`src/rtl/sio_irq_pkg.sv`:
```
package sio_irq_pkg;

  localparam int NCH = 2;

  typedef enum logic [1:0] {
    RXM_OFF   = 2'b00,
    RXM_FIRST = 2'b01,
    RXM_ALL   = 2'b10,
    RXM_SC    = 2'b11
  } rx_mode_e;

  // Error grouping: parity only counts when its own enable is on.
  function automatic logic is_special(logic ovr, logic fe, logic eof,
                                      logic pe, logic pe_en);
    return ovr | fe | eof | (pe & pe_en);
  endfunction

  // Highest set bit of the 6-bit pending field wins; code = 6 - index.
  function automatic logic [2:0] pick_src(logic [5:0] p);
    logic [2:0] r;
    r = 3'd0;
    for (int i = 0; i < 6; i++) begin
      if (p[i]) r = 3'(6 - i);
    end
    return r;
  endfunction

endpackage

```
`src/rtl/sio_irq_chan.sv`:
```
module sio_irq_chan
  import sio_irq_pkg::*;
#(
  parameter int N_EXT = 6
) (
  input  logic             clk,
  input  logic             rst_n,
  input  logic [1:0]       rx_mode,
  input  logic             pe_sc_en,
  input  logic             tx_ie,
  input  logic             ext_ie,
  input  logic [N_EXT-1:0] ext_en,
  input  logic             ev_char,
  input  logic             ev_ovr,
  input  logic             ev_fe,
  input  logic             ev_pe,
  input  logic             ev_eof,
  input  logic             ev_txe,
  input  logic [N_EXT-1:0] ext_lvl,
  input  logic             cmd_rd_char,
  input  logic             cmd_clr_err,
  input  logic             cmd_clr_tx,
  input  logic             cmd_clr_ext,
  input  logic             cmd_arm_rx,
  output logic             rx_pend,
  output logic             tx_pend,
  output logic             ext_pend
);

  rx_mode_e mode;
  logic chr_q, sc_q, tx_q, ext_q, armed_q;
  logic [N_EXT-1:0] snap_q;

  // Named internal events.
  logic sc_hit, char_hit, first_taken, tx_hit, ext_hit, ext_hold;
  logic [N_EXT-1:0] ext_edge;

  assign mode        = rx_mode_e'(rx_mode);
  assign sc_hit      = (mode != RXM_OFF) &&
                       is_special(ev_ovr, ev_fe, ev_eof, ev_pe, pe_sc_en);
  assign char_hit    = ev_char && ((mode == RXM_ALL) ||
                                   ((mode == RXM_FIRST) && armed_q));
  assign first_taken = char_hit && (mode == RXM_FIRST);
  assign tx_hit      = ev_txe && tx_ie;
  assign ext_edge    = (ext_lvl ^ snap_q) & ext_en;
  assign ext_hit     = ext_ie && (|ext_edge);
  assign ext_hold    = ext_q && !cmd_clr_ext;

  always_ff @(posedge clk or negedge rst_n) begin
    if (!rst_n) begin
      chr_q   <= 1'b0;
      sc_q    <= 1'b0;
      tx_q    <= 1'b0;
      ext_q   <= 1'b0;
      armed_q <= 1'b1;
      snap_q  <= '0;
    end else begin
      chr_q   <= char_hit | (chr_q & ~cmd_rd_char);
      sc_q    <= sc_hit   | (sc_q  & ~cmd_clr_err);
      tx_q    <= tx_hit   | (tx_q  & ~cmd_clr_tx);
      ext_q   <= ext_hit  | ext_hold;
      armed_q <= cmd_arm_rx | (armed_q & ~first_taken);
      if (!ext_hold) snap_q <= ext_lvl;
    end
  end

  assign rx_pend  = chr_q | sc_q;
  assign tx_pend  = tx_q;
  assign ext_pend = ext_q;

endmodule

```
`src/rtl/sio_irq_prio.sv`:
```
module sio_irq_prio
  import sio_irq_pkg::*;
(
  input  logic [5:0] pend,
  input  logic       mie,
  output logic       irq_n,
  output logic [2:0] top_src
);

  logic any_pend;

  assign any_pend = |pend;
  assign irq_n    = ~(mie & any_pend);
  assign top_src  = pick_src(pend);

endmodule

```
`src/rtl/sio_irq_pend.sv`:
```
module sio_irq_pend
  import sio_irq_pkg::*;
#(
  parameter int N_EXT = 6
) (
  input  logic                   clk,
  input  logic                   rst_n,
  input  logic                   mie,
  input  logic [2*NCH-1:0]       rx_mode,
  input  logic [NCH-1:0]         pe_sc_en,
  input  logic [NCH-1:0]         tx_ie,
  input  logic [NCH-1:0]         ext_ie,
  input  logic [NCH*N_EXT-1:0]   ext_en,
  input  logic [NCH-1:0]         ev_char,
  input  logic [NCH-1:0]         ev_ovr,
  input  logic [NCH-1:0]         ev_fe,
  input  logic [NCH-1:0]         ev_pe,
  input  logic [NCH-1:0]         ev_eof,
  input  logic [NCH-1:0]         ev_txe,
  input  logic [NCH*N_EXT-1:0]   ext_lvl,
  input  logic [NCH-1:0]         cmd_rd_char,
  input  logic [NCH-1:0]         cmd_clr_err,
  input  logic [NCH-1:0]         cmd_clr_tx,
  input  logic [NCH-1:0]         cmd_clr_ext,
  input  logic [NCH-1:0]         cmd_arm_rx,
  output logic                   irq_n,
  output logic [7:0]             pend_byte,
  output logic [2:0]             top_src
);

  localparam int PW = 3 * NCH;

  logic [NCH-1:0] rx_p, tx_p, ext_p;
  logic [PW-1:0]  pend_bits;

  for (genvar c = 0; c < NCH; c++) begin : g_ch
    sio_irq_chan #(.N_EXT(N_EXT)) u_ch (
      .clk         (clk),
      .rst_n       (rst_n),
      .rx_mode     (rx_mode[2*c +: 2]),
      .pe_sc_en    (pe_sc_en[c]),
      .tx_ie       (tx_ie[c]),
      .ext_ie      (ext_ie[c]),
      .ext_en      (ext_en[c*N_EXT +: N_EXT]),
      .ev_char     (ev_char[c]),
      .ev_ovr      (ev_ovr[c]),
      .ev_fe       (ev_fe[c]),
      .ev_pe       (ev_pe[c]),
      .ev_eof      (ev_eof[c]),
      .ev_txe      (ev_txe[c]),
      .ext_lvl     (ext_lvl[c*N_EXT +: N_EXT]),
      .cmd_rd_char (cmd_rd_char[c]),
      .cmd_clr_err (cmd_clr_err[c]),
      .cmd_clr_tx  (cmd_clr_tx[c]),
      .cmd_clr_ext (cmd_clr_ext[c]),
      .cmd_arm_rx  (cmd_arm_rx[c]),
      .rx_pend     (rx_p[c]),
      .tx_pend     (tx_p[c]),
      .ext_pend    (ext_p[c])
    );
    // Channel c occupies bits 3c+2 (rx), 3c+1 (tx), 3c (status).
    assign pend_bits[3*c +: 3] = {rx_p[c], tx_p[c], ext_p[c]};
  end

  assign pend_byte = {{(8-PW){1'b0}}, pend_bits};

  sio_irq_prio u_prio (
    .pend    (pend_bits),
    .mie     (mie),
    .irq_n   (irq_n),
    .top_src (top_src)
  );

endmodule

```
`config.mk`:
```
export PLATFORM = sky130hd
export DESIGN_NAME = sio_irq_pend
export DESIGN_NICKNAME = d
export VERILOG_FILES = /design/src/rtl/sio_irq_pkg.sv /design/src/rtl/sio_irq_chan.sv /design/src/rtl/sio_irq_prio.sv /design/src/rtl/sio_irq_pend.sv
export SDC_FILE = /design/constraint.sdc
export NUM_CORES = 1
export LEC_CHECK = 0
export BUFFER_PORTS_ARGS = -buffer_cell sky130_fd_sc_hd__buf_2
export CAP_MARGIN = 20
export CELL_PAD_IN_SITES_DETAIL_PLACEMENT = 1
export CELL_PAD_IN_SITES_GLOBAL_PLACEMENT = 1
export CORE_ASPECT_RATIO = 2
export CORE_UTILIZATION = 27
export DETAILED_ROUTE_END_ITERATION = 12
export PLACE_DENSITY_LB_ADDON = 0.3
export SETUP_SLACK_MARGIN = 0.5
export SYNTH_ARGS = -nofsm -noshare
export SYNTH_HDL_FRONTEND = slang
export SYNTH_HIERARCHICAL = 1
export SYNTH_SLANG_ARGS = --single-unit
export TNS_END_PERCENT = 5
```
`constraint.sdc`:
```
create_clock -name clk -period 1.15 [get_ports clk]
set_clock_uncertainty 0.05 [all_clocks]
set_input_delay 0.115 -clock clk [delete_from_list [all_inputs] [get_ports clk]]
set_output_delay 0.115 -clock clk [all_outputs]
set_load 0.02 [all_outputs]
```
==> results of run 1 <==
## cells in the mapped netlist
cell type,instances,area [sq um]
sky130_fd_sc_hd__nand3b_1,2,15.01
sky130_fd_sc_hd__a21o_1,2,15.01
sky130_fd_sc_hd__o41ai_2,1,16.27
sky130_fd_sc_hd__dfstp_2,2,52.55
sky130_fd_sc_hd__and3b_1,2,17.52
sky130_fd_sc_hd__nand2_1,40,150.1
sky130_fd_sc_hd__nor2b_2,2,17.52
sky130_fd_sc_hd__buf_6,2,22.52
sky130_fd_sc_hd__a211oi_1,1,7.510
sky130_fd_sc_hd__o21bai_1,1,7.510
sky130_fd_sc_hd__a22oi_1,4,30.03
sky130_fd_sc_hd__or3_1,1,6.260
sky130_fd_sc_hd__o21ai_0,6,30.03
sky130_fd_sc_hd__dfrtp_1,20,500.5
sky130_fd_sc_hd__conb_1,1,3.750
sky130_fd_sc_hd__a21oi_1,1,5.000
sky130_fd_sc_hd__inv_1,7,26.28
sky130_fd_sc_hd__nor4b_1,1,8.760
sky130_fd_sc_hd__buf_4,2,15.01
sky130_fd_sc_hd__a2111oi_0,2,17.52
sky130_fd_sc_hd__nor2_1,6,22.52
sky130_fd_sc_hd__o22ai_1,2,12.51
sky130_fd_sc_hd__nor2b_1,2,12.51
sky130_fd_sc_hd__a221oi_2,2,30.03
sky130_fd_sc_hd__a31oi_1,2,12.51
sky130_fd_sc_hd__xor2_1,12,105.1
sky130_fd_sc_hd__nand2b_1,2,12.51
## stage by stage
step / area, sq um / setup TNS, ns / instances / setup slack [ns] / hold slack (ns)
2_1_floorplan: 1209 / -0.6456 / 129 / -0.2969 / -0.2306
3_3_place_gp: 1659 / -0.5687 / 256 / -0.2935 / 0.05776
3_5_place_dp: 1659 / -0.7633 / 256 / -0.3309 / 0.07619
4_1_cts: 1774 / -1.994 / 260 / -0.5625 / -0.2239
5_1_grt: 1854 / -2.433 / 261 / -0.6165 / -0.2061
6_report: 1854 / -2.021 / 261 / -0.5535 / -0.2455
## worst paths after layout
kind / end / slack, ns / cells after the start
setup / recovery: irq_n / -0.55 / 5
max in group asynchronous: g_ch[0].u_ch/ext_pend$_DFF_PN0_ / 0.93 / 1
hold reg to reg: g_ch[0].u_ch/snap_q[2]$_DFFE_PN0N_ / 0.44 / 2
min in group clk: g_ch[0].u_ch/tx_pend$_DFF_PN0_ / -0.05 / 2
setup reg to reg: g_ch[0].u_ch/ext_pend$_DFF_PN0_ / -0.02 / 4
hold / removal: g_ch[0].u_ch/snap_q[5]$_DFFE_PN0N_ / -0.25 / 1
## routing by layer
layer	up-vias	track usage, %	share of wire [%]	wire length, um
met4	0	9.069	3.2	117
li1	583	-	-	-
met2	55	35.56	60	2176
met3	11	2.392	5.0	184
met1	561	15.06	32	1173
met5	-	0	0	0
## registers in the layout, summed over array words and instances (netlist names)
signal	flops
g_ch.u_ch/sc_q	2
g_ch.u_ch/armed_q	2
g_ch.u_ch/tx_pend	2
g_ch.u_ch/ext_pend	2
g_ch.u_ch/snap_q	12
g_ch.u_ch/chr_q	2
## cells by family (layout without fill, tap and decap cells)
family | Yosys count | in the layout | share of synthesized area [%]
AND/OR/NAND/NOR | 58 | 58 | 22.41
AO/OA/AOI/OAI | 24 | 24 | 15.69
flip-flops | 22 | 22 | 47.17
XOR/XNOR | 12 | 12 | 8.965
buffers and inverters | 11 | 91 | 5.443
other | 1 | 2 | 0.3199
## worst max-delay path: stages (launching register included)
cell and delay [ns]:
sky130_fd_sc_hd__dfrtp_1 0.39, sky130_fd_sc_hd__inv_2 0.08, sky130_fd_sc_hd__nand2_4 0.05, sky130_fd_sc_hd__or3_4 0.34, sky130_fd_sc_hd__o41ai_4 0.21, sky130_fd_sc_hd__buf_4 0.19
## timing repair
action	4_1_cts	5_1_grt
endpoints found under the hold margin	26	26
endpoints found under the setup margin	32	32
pin swaps	5	18
setup buffers	0	1
gates resized for setup	19	26
## power by group
part | leakage [nW] | internal (W) | switching [W]
Clock | 0.0357 | 0.000465 | 0.000266
Sequential | 0.252 | 0.000872 | 0.0000836
Combinational | 0.682 | 0.000333 | 0.000326
Total | 0.970 | 0.00167 | 0.000676
## cell type report
cell class	instances	area, sq um	share of cell area [%]
clock buffers	3	41.29	2.227
inverters	7	26.28	1.417
multi-input cells	96	653.1	35.22
flip-flops and latches	22	558.0	30.09
repair buffers	80	480.5	25.91
clock inverters	1	30.03	1.619
well taps	52	65.06	3.509
==> results.md, run 1 <==
Power and ir drop:
- VDD sags by at most 0.7643 mV.
- The power per cell area is 1265 mW/mm^2.
- Total power for the finished layout comes to between 0.002 and 0.0025 W.
- Summed over all cells, the static leakage comes to 0.9704 nW.

Floorplan:
- The die is 48.60 um wide.
- The number of I/O pins is 71.
- The area of the placeable core is 0.004129 sq mm.
- The floorplan has 33 rows.
- The floorplan die height is around 95 um.
- The initial utilization of the core area, before any placement, comes to 28.39%.
- The floorplan die area is 0.004626 sq mm.

Timing:
- The number of endpoints with negative hold slack in the final report was 26.
- The number of pins with negative max-slew slack in the final report came to 0.
- The tightest hold path in the finished design has a slack of -0.2455 ns.
- The transition at the pin with the smallest max-transition slack is 0.6242 ns.
- The worst relative slew slack is 58.28%.
- The final clock period utilization by the worst path is 148.1%.
- The maximum achievable frequency is 587.0 MHz.
- The final setup violation count is 7.
- Across all setup checks in the final design, the least slack found is -0.5535 ns.
- Setup repair after global routing could not meet its margin everywhere.
- The shortest period the worst path allows is roughly 1.7 ns.

Global routing:
- The maximum number of pins on one net before global-route repair is 23.
- Global routing used 17.01% of the available tracks across all layers.
- The wire length of the first global-routing pass is 5927 um.
- The via count of the first global-routing pass is roughly 1400.
- The initial antenna violation count came to 0.
- The total global routing overflow is 0.

Clock network:
- Clock tree synthesis found a total of 22 sinks.
- The H-tree level count is 1.
- The TritonCTS clock tree is done.
- The clock-pin transition on the worst setup and hold timing paths is ~0.090 ns.
- In this run the clock root is driven by a sky130_fd_sc_hd__clkbuf_8.
- The maximum clock path buffer count is 2.
- The clock reaches the later pin of the worst-skew pair after 0.27 ns.
- The number of buffers inserted during clock tree synthesis is 3.

Cells and area:
- The top cell types in the final layout, fill and taps aside, are 60 x sky130_fd_sc_hd__buf_2, 32 x sky130_fd_sc_hd__nand2_1, 16 x sky130_fd_sc_hd__dfrtp_1.
- The library cell used most frequently in the layout, excluding fill and tap cells, is sky130_fd_sc_hd__buf_2.
- In the final layout, the share of cells above drive strength 1 is 55.98%.
- The filler cells instantiated in the layout total 509.
- The number of antenna repair diodes is 0.
- The utilization after layout is 44.91%.
- The area growth from synthesis to layout is 58.16%.
- The net count of the finished layout is roughly 270.

Route:
- The detailed router finished its first iteration with 8 violations.
- The ratio of routed vias to standard cells is 4.636.
- The routed wire length is 3652 um.
- Once detail routing completed, the nets flagged for antenna violations numbered 0.
- The post-detailed-route DRC marker count is 0.
- Before antenna repair, the detailed router went through 3 iterations.
- The routed wire length per instance is 13.99 um.
- The number of vias after detailed routing is 1210.

Min path:
- The type of the tightest min-delay check is input port to asynchronous set/reset pin.

Logic synthesis:
- The mapped netlist covers 0.001172 sq mm.
- The unique cell type count in the Yosys netlist is 27.
- The cell count after synthesis came out at 128.
- Averaged over all synthesized cells, the footprint is just over 9 sq um.
- The number of warnings issued by yosys is 6.
- The flip-flop and latch count after synthesis is 22.
- The part of the Yosys area used for sequential elements is 47.17%.

Critical path:
- The first element of the critical path is g_ch[0].u_ch/sc_q$_DFF_PN0_.
- The worst setup path is of the flip-flop to output pin kind.
- STA classifies the critical path endpoint as an output pin.
- Along the worst path, the maximum fanout reaches 2.
- The launching element type of the critical path is a flip-flop.
- The startpoint identified for the worst register-to-register timing path is g_ch[0].u_ch/ext_pend$_DFF_PN0_.
- For the worst setup path, the data arrival time is 1.54 ns.
- The required time at the worst-slack endpoint is 0.99 ns.

Place:
- Routability-driven placement finished with a final weighted congestion of 0.7761.
- Detailed placement finished with a half-perimeter wire length of 3001 um.
- The count of input and output buffers is between 60 and 70.

Status:
- The checks that failed: hold timing, setup timing.
- The run finished, with violations left.

Job:
- The tool flagged a number of max-cap violations equal to 0.
No activity file was read; power rests on OpenSTA's default activity.
==> run 2, diff against run 1 <==
Settings changed: SKIP_LAST_GASP set to 1.
==> run 2 against run 1 <==
- the run still ends with hold timing, setup timing left
- total power decreased by 4.3%
- worst setup slack better by 0.00075 ns
- first-iteration DRC count down 50%
- clock power is essentially flat
- hold slack got worse by 0.0027 ns
- critical endpoint unchanged
- largest power group unchanged
==> results.md, run 2 (synthesized netlist as in run 1, its figures left out) <==
Floorplan:
- The initial standard-cell utilization of the core was 28.39% (unchanged).
- The floorplan die area is 0.004626 sq mm (unchanged).
- The number of I/O pins came to 71 (unchanged).
- The chip width is 48.60 um (unchanged).
- The floorplan die height is 95.19 um (unchanged).
- The standard-cell row count was 33 (unchanged).
- The area of the placeable core is 0.004129 sq mm (unchanged).

Clock network:
- The maximum clock path buffer count is 2 (unchanged).
- The H-tree level count came to 1 (unchanged).
- The number of buffers inserted during clock tree synthesis is 3 (unchanged).
- The clock-pin transition on the worst setup and hold timing paths came to 0.09 ns (about the same).
- The clock latency reported for the late side of the worst-skew pair came to 0.27 ns (about the same).
- The clock root buffer master was sky130_fd_sc_hd__clkbuf_8 (unchanged).
- The number of sinks handled by clock tree synthesis was 22 (unchanged).
- The TritonCTS clock tree is done (unchanged).

Cells and area:
- The register cell area after layout is 555.5 sq um (was 558.0 sq um).
- The share of cells above drive strength 1 is 46.89% (was 55.98%).
- The commonest non-fill, non-tap cell in the layout was sky130_fd_sc_hd__buf_2 (unchanged).
- The number of flip-flops under the largest register name came to 12 (unchanged).
- The number of fill cells is 527 (was 509).
- The largest register by flop count was g_ch.u_ch/snap_q (unchanged).
- The number of antenna repair diodes is 0 (unchanged).
- The area used by multi-input combinational logic is 589.3 sq um (was 653.1 sq um).
- Leading cell types in the layout, fill and taps excluded: 67 x sky130_fd_sc_hd__buf_2, 39 x sky130_fd_sc_hd__nand2_1, 18 x sky130_fd_sc_hd__dfrtp_1 (was 60 x sky130_fd_sc_hd__buf_2, 32 x sky130_fd_sc_hd__nand2_1, 16 x sky130_fd_sc_hd__dfrtp_1).
- The number of nets in the layout is 269 (unchanged).
- The relative area change from synthesis to final layout was 48.45% (was 58.16%).

Critical path:
- The path type of the worst setup path is flip-flop to output pin (unchanged).
- The kind of end point of the critical path is an output pin (unchanged).
- The maximum fanout encountered on the critical timing path is 2 (unchanged).
- The worst path arrival time is 1.54 ns (about the same).
- The required time at the worst-slack endpoint is 0.99 ns (about the same).
- The launching element type of the critical path is a flip-flop (unchanged).

Power and ir drop:
- The combinational share of power is 25.6% (was 28.1%).
- The clock power share came to 32.4% (was 31.2%).
- The cell internal power dissipation is 0.001614 W (was 0.001670 W).
- The power per cell area came to 1290 mW/mm^2 (was 1265 mW/mm^2).
- The net switching power was 0.0006315 W (was 0.0006758 W).
- The leakage component of the power is 0.9370 nW (was 0.9704 nW).
- The maximum VDD drop is 0.7315 mV (was 0.7643 mV).
- The power consumption is 0.002245 W (was 0.002346 W).
- The switching power share of the total is 28.13% (was 28.81%).
- The share of power burned in registers is 42.0% (was 40.7%).

Route:
- The number of detailed-route iterations in the first pass is 3 (unchanged).
- The number of DRC violations after detailed-routing iteration 0 is 4 (was 8).
- The routed length on met3 is 181 um (was 184 um).
- The final antenna-violating net count is 0 (unchanged).
- The highest routed metal layer is met4 (unchanged).
- The ratio of routed vias to standard cells is 4.540 (was 4.636).
- The met2 wirelength from detailed routing is 2095 um (was 2176 um).
- The routed length on met1 is 1141 um (was 1173 um).
- The routed wire length was 3498 um (was 3652 um).
- The post-detailed-route DRC marker count is 0 (unchanged).
- The number of vias after detailed routing is 1185 (was 1210).
- The routed wire length per instance is 13.40 um (was 13.99 um).

Global routing:
- The via count of the first global-routing pass came to 1370 (was 1374).
- The maximum number of pins on one net before global-route repair is 23 (unchanged).
- The wire length of the first global-routing pass was 5878 um (was 5927 um).
- The global routing usage summed across all routing layers is 16.81% (was 17.01%).
- The total global routing overflow is 0 (unchanged).
- The initial antenna violation count came to 0 (unchanged).

Place:
- The detailed-placement wirelength estimate is 3001 um (unchanged).
- The final weighted congestion in routability-driven placement is 0.7761 (unchanged).
- The count of input and output buffers is 68 (unchanged).

Timing:
- The number of pins with negative max-slew slack in the final report is 0 (unchanged).
- The sum of negative setup slack is -2.125 ns (was -2.021 ns).
- The number of endpoints with negative hold slack in the final report is 26 (unchanged).
- The shortest period the worst path allows is 1.703 ns (was 1.704 ns).
- The final clock period utilization by the worst path is 148.1% (about the same).
- The worst setup margin is -0.5528 ns (was -0.5535 ns).
- The final setup violation count came to 8 (was 7).
- The maximum achievable frequency was 587.3 MHz (was 587.0 MHz).
- RSZ-0062 raised after global routing: true (unchanged).
- The final worst hold slack was -0.2483 ns (was -0.2455 ns).

Status:
- Violations in the final reports: hold timing, setup timing (unchanged).
- Run status: finished with violations (unchanged).

Min path:
- The type of the tightest min-delay check is input port to asynchronous set/reset pin (unchanged).

Job:
- The number of violations of the max-capacitance limit was 0 (unchanged).
run 2: layout make-up:
type,count,area share [%]
multi-input cells,96,33.86
flip-flops and latches,22,31.92
repair buffers,80,24.87
well taps,52,3.738
clock buffers,3,2.372
clock inverters,1,1.725
inverters,7,1.510
run 2: routing by layer:
| layer | global-route usage (%) | up-vias |
|---|---|---|
| li1 | - | 581 |
| met1 | 14.97 | 546 |
| met2 | 35.45 | 51 |
| met3 | 2.392 | 7 |
| met4 | 8.088 | 0 |
| met5 | 0 | - |
run 2: metrics by stage:
| step | setup WS [ns] | area (sq um) | utilization (%) | std cells |
|---|---|---|---|---|
| finish | -0.5528 | 1740 | 42.15 | 261 |
| global route | -0.6165 | 1740 | 42.15 | 261 |
| CTS | -0.5626 | 1733 | 41.97 | 260 |
| detailed placement | -0.3309 | 1659 | 40.18 | 256 |
| global placement | -0.2935 | 1659 | 40.18 | 256 |
| floorplan | -0.2969 | 1209 | - | 129 |
run 2: worst paths after layout:
| path | from | endpoint | slack [ns] | cells after the start |
|---|---|---|---|---|
| setup / recovery | g_ch[0].u_ch/sc_q$_DFF_PN0_ | irq_n | -0.55 | 5 |
| min in group clk | cmd_clr_tx[0] | g_ch[0].u_ch/tx_pend$_DFF_PN0_ | -0.03 | 2 |
| hold reg to reg | g_ch[1].u_ch/snap_q[5]$_DFFE_PN0N_ | g_ch[1].u_ch/snap_q[5]$_DFFE_PN0N_ | 0.44 | 2 |
| setup reg to reg | g_ch[0].u_ch/ext_pend$_DFF_PN0_ | g_ch[0].u_ch/ext_pend$_DFF_PN0_ | -0.06 | 4 |
| max in group asynchronous | rst_n | g_ch[0].u_ch/ext_pend$_DFF_PN0_ | 0.93 | 1 |
| hold / removal | rst_n | g_ch[0].u_ch/snap_q[5]$_DFFE_PN0N_ | -0.25 | 1 |
run 2: worst max-delay path: stages (launching register included):
cell and delay (ns):
sky130_fd_sc_hd__dfrtp_1 0.39, sky130_fd_sc_hd__inv_2 0.08, sky130_fd_sc_hd__nand2_4 0.05, sky130_fd_sc_hd__or3_4 0.34, sky130_fd_sc_hd__o41ai_4 0.21, sky130_fd_sc_hd__buf_4 0.19
run 2: power by group through the flow:
stage	registers, W	clock network (W)	logic [W]
finish	0.000944	0.000728	0.000574
global route	0.000958	0.000788	0.000645
CTS	0.000945	0.000756	0.000583
detailed placement	0.000960	0	0.000581
global placement	0.000953	0	0.000553
floorplan	0.000974	0	0.000286
run 2: timing repair:
item / CTS / global route
setup endpoints to repair: 32 / 32
endpoints found under the hold margin: 25 / 24
gates resized for setup: 1 / 0
pin swaps: 1 / 0
buffers inserted: 0 / 1
==> run 3, diff against run 2 <==
Settings changed: CELL_PAD_IN_SITES_DETAIL_PLACEMENT 1 to unset, CELL_PAD_IN_SITES_GLOBAL_PLACEMENT 1 to unset, CORE_UTILIZATION 27 to 38.
==> run 3 against run 2 <==
- the run still ends with hold timing, setup timing left
- final cell count is 9.6% lower
- register-to-register slack hardly changed
- die area is 28% lower
- critical path type unchanged
==> results.md, run 3 (synthesized netlist as in run 1, its figures left out) <==
Status:
- Run status: finished with violations (unchanged).
- Violations in the final reports: hold timing, setup timing (unchanged).

Route:
- The routed wire length came to 2820 um (was 3498 um).
- The number of DRC violations after detailed-routing iteration 0 is 19 (was 4).
- The number of vias after detailed routing is 1173 (was 1185).
- The routed wire length per instance is 11.95 um (was 13.40 um).
- The post-detailed-route DRC marker count is 0 (unchanged).
- The number of detailed-route iterations in the first pass came to 4 (was 3).
- The final antenna-violating net count is 0 (unchanged).
- The ratio of routed vias to standard cells is 4.970 (was 4.540).

Global routing:
- The via count of the first global-routing pass is 1145 (was 1370).
- The global routing usage summed across all routing layers is 19.44% (was 16.81%).
- The initial antenna violation count is 0 (unchanged).
- The total global routing overflow is 0 (unchanged).
- The maximum number of pins on one net before global-route repair is 23 (unchanged).
- The wire length of the first global-routing pass is 4429 um (was 5878 um).

Critical path:
- The number of logic stages on the critical path including buffering is 5 (unchanged).
- Critical Path, Cell by Cell: inv_2 > nand2_4 > or3_4 > o41ai_4 > buf_4 (unchanged).
- The largest stage delay on the critical path is 0.38 ns (was 0.39 ns).
- The first element of the critical path is g_ch[0].u_ch/sc_q$_DFF_PN0_ (unchanged).
- The critical register-to-register path endpoint was g_ch[1].u_ch/snap_q[4]$_DFFE_PN0N_ (was g_ch[0].u_ch/ext_pend$_DFF_PN0_).
- The required time at the worst-slack endpoint was 0.99 ns (about the same).
- The path type of the worst setup path is flip-flop to output pin (unchanged).
- The maximum fanout encountered on the critical timing path is 2 (unchanged).
- The launching element type of the critical path is a flip-flop (unchanged).
- The family of cells with the greatest summed delay on the critical path is simple AND/OR/NAND/NOR gates (was flip-flops).
- The kind of end point of the critical path was an output pin (unchanged).
- The startpoint of the most critical register-to-register path is g_ch[1].u_ch/ext_pend$_DFF_PN0_ (was g_ch[0].u_ch/ext_pend$_DFF_PN0_).
- The cell at the slowest stage of the critical path is sky130_fd_sc_hd__dfrtp_1 (unchanged).
- The count of cells along the worst register-to-register path is 4 (unchanged).
- The reg2reg setup slack is -0.05 ns (was -0.06 ns).
- The worst setup path endpoint is irq_n (unchanged).
- The buffer and inverter count on the worst path is 2 (unchanged).
- The worst path arrival time is 1.49 ns (was 1.54 ns).

Timing:
- The worst setup margin was -0.5043 ns (was -0.5528 ns).
- The final setup violation count is 12 (was 8).
- The number of endpoints with negative hold slack in the final report came to 24 (was 26).
- The maximum achievable frequency is 604.5 MHz (was 587.3 MHz).
- The final worst hold slack came to -0.2463 ns (was -0.2483 ns).
- The shortest period the worst path allows was 1.654 ns (was 1.703 ns).
- The number of pins with negative max-slew slack in the final report is 0 (unchanged).
- RSZ-0062 raised after global routing: true (unchanged).
- The final clock period utilization by the worst path was 143.9% (was 148.1%).

Power and ir drop:
- The power consumption is 0.002194 W (was 0.002245 W).
- The leakage component of the power is 0.9228 nW (was 0.9370 nW).
- The maximum VDD drop is 0.9089 mV (was 0.7315 mV).
- The power per cell area is 1298 mW/mm^2 (was 1290 mW/mm^2).

Clock network:
- The number of sinks handled by clock tree synthesis is 22 (unchanged).
- The clock root buffer master is sky130_fd_sc_hd__clkbuf_8 (unchanged).
- The H-tree level count came to 1 (unchanged).
- The TritonCTS clock tree was done (unchanged).
- The maximum clock path buffer count is 2 (unchanged).
- The number of buffers inserted during clock tree synthesis was 3 (unchanged).
- The clock latency reported for the late side of the worst-skew pair was 0.25 ns (was 0.27 ns).
- The clock-pin transition on the worst setup and hold timing paths is 0.08 ns (was 0.09 ns).

Floorplan:
- The floorplan die height is 80.55 um (was 95.19 um).
- The floorplan die area is 0.003325 sq mm (was 0.004626 sq mm).
- The initial standard-cell utilization of the core came to 39.84% (was 28.39%).
- The area of the placeable core is 0.002943 sq mm (was 0.004129 sq mm).
- The chip width came to 41.28 um (was 48.60 um).
- The number of I/O pins came to 71 (unchanged).
- The standard-cell row count is 28 (was 33).

Cells and area:
- The largest register by flop count is g_ch.u_ch/snap_q (unchanged).
- The number of antenna repair diodes was 0 (unchanged).
- The relative area change from synthesis to final layout is 44.18% (was 48.45%).
- The number of fill cells is 272 (was 527).
- The number of flip-flops under the largest register name is 12 (unchanged).
- The register cell area after layout is 555.5 sq um (unchanged).
- The number of nets in the layout is 266 (was 269).
- The share of cells above drive strength 1 is 46.12% (was 46.89%).
- Leading cell types in the layout, fill and taps excluded: 67 x sky130_fd_sc_hd__buf_2, 39 x sky130_fd_sc_hd__nand2_1, 18 x sky130_fd_sc_hd__dfrtp_1 (unchanged).
- The area used by multi-input combinational logic is 589.3 sq um (unchanged).
- The commonest non-fill, non-tap cell in the layout is sky130_fd_sc_hd__buf_2 (unchanged).

Place:
- The detailed-placement wirelength estimate was 2437 um (was 3001 um).
- The final weighted congestion in routability-driven placement is 0.7650 (was 0.7761).
- The count of input and output buffers is 68 (unchanged).

Min path:
- The type of the tightest min-delay check is input port to asynchronous set/reset pin (unchanged).

Job:
- The number of violations of the max-capacitance limit is 0 (unchanged).
[run 3: cell type report]
cell class | count | area share, %
clock buffers | 3 | 2.443
inverters | 7 | 1.554
clock inverters | 1 | 1.776
multi-input cells | 96 | 34.86
well taps | 30 | 2.221
flip-flops and latches | 22 | 32.86
repair buffers | 77 | 24.28
[run 3: stage by stage]
step	TNS [ns]	setup WS [ns]	instances	instance area (sq um)	utilization, %
2_1_floorplan	-0.6456	-0.2969	129	1209	-
3_3_place_gp	-0.5113	-0.2960	231	1609	54.68
3_5_place_dp	-0.7578	-0.3248	231	1609	54.68
4_1_cts	-2.091	-0.5196	236	1690	57.44
5_1_grt	-3.045	-0.5680	236	1690	57.44
6_report	-1.912	-0.5043	236	1690	57.44
[run 3: where the power goes]
group,total (W),switching (W),internal (W)
logic,0.000548,0.000282,0.000266
registers,0.000944,0.0000736,0.000870
clock network,0.000703,0.000239,0.000464
[run 3: worst min path at each step]
stage	from	to	slack, ns	cells past startpoint
2_1_floorplan	rst_n	g_ch[0].u_ch/chr_q$_DFF_PN0_	-0.23	0
3_3_place_gp	rst_n	g_ch[0].u_ch/snap_q[3]$_DFFE_PN0N_	0.05	1
3_5_place_dp	rst_n	g_ch[0].u_ch/snap_q[2]$_DFFE_PN0N_	0.06	1
4_1_cts	rst_n	g_ch[0].u_ch/snap_q[2]$_DFFE_PN0N_	-0.23	1
5_1_grt	rst_n	g_ch[1].u_ch/tx_pend$_DFF_PN0_	-0.21	1
6_report	rst_n	g_ch[0].u_ch/snap_q[5]$_DFFE_PN0N_	-0.25	1
[run 3: worst reg2reg max path: stages, from the launching register on]
cell,delay (ns)
sky130_fd_sc_hd__dfrtp_1,0.49
sky130_fd_sc_hd__nor2b_2,0.31
sky130_fd_sc_hd__buf_4,0.17
sky130_fd_sc_hd__nand2_1,0.05
sky130_fd_sc_hd__nand2_1,0.06
[run 3: what timing repair did]
action	CTS	global route
endpoints found under the setup margin	32	32
hold endpoints to repair	24	24
buffers inserted	1	0
pin swaps	1	0
resized for setup	1	0
[run 3: routing by layer]
layer | vias to the layer above | GRT usage (%) | routed length (um)
li1 | 576 | - | -
met1 | 554 | 17.03 | 927
met2 | 41 | 38.59 | 1726
met3 | 2 | 1.657 | 130
met4 | 0 | 7.742 | 34
met5 | - | 0 | 0
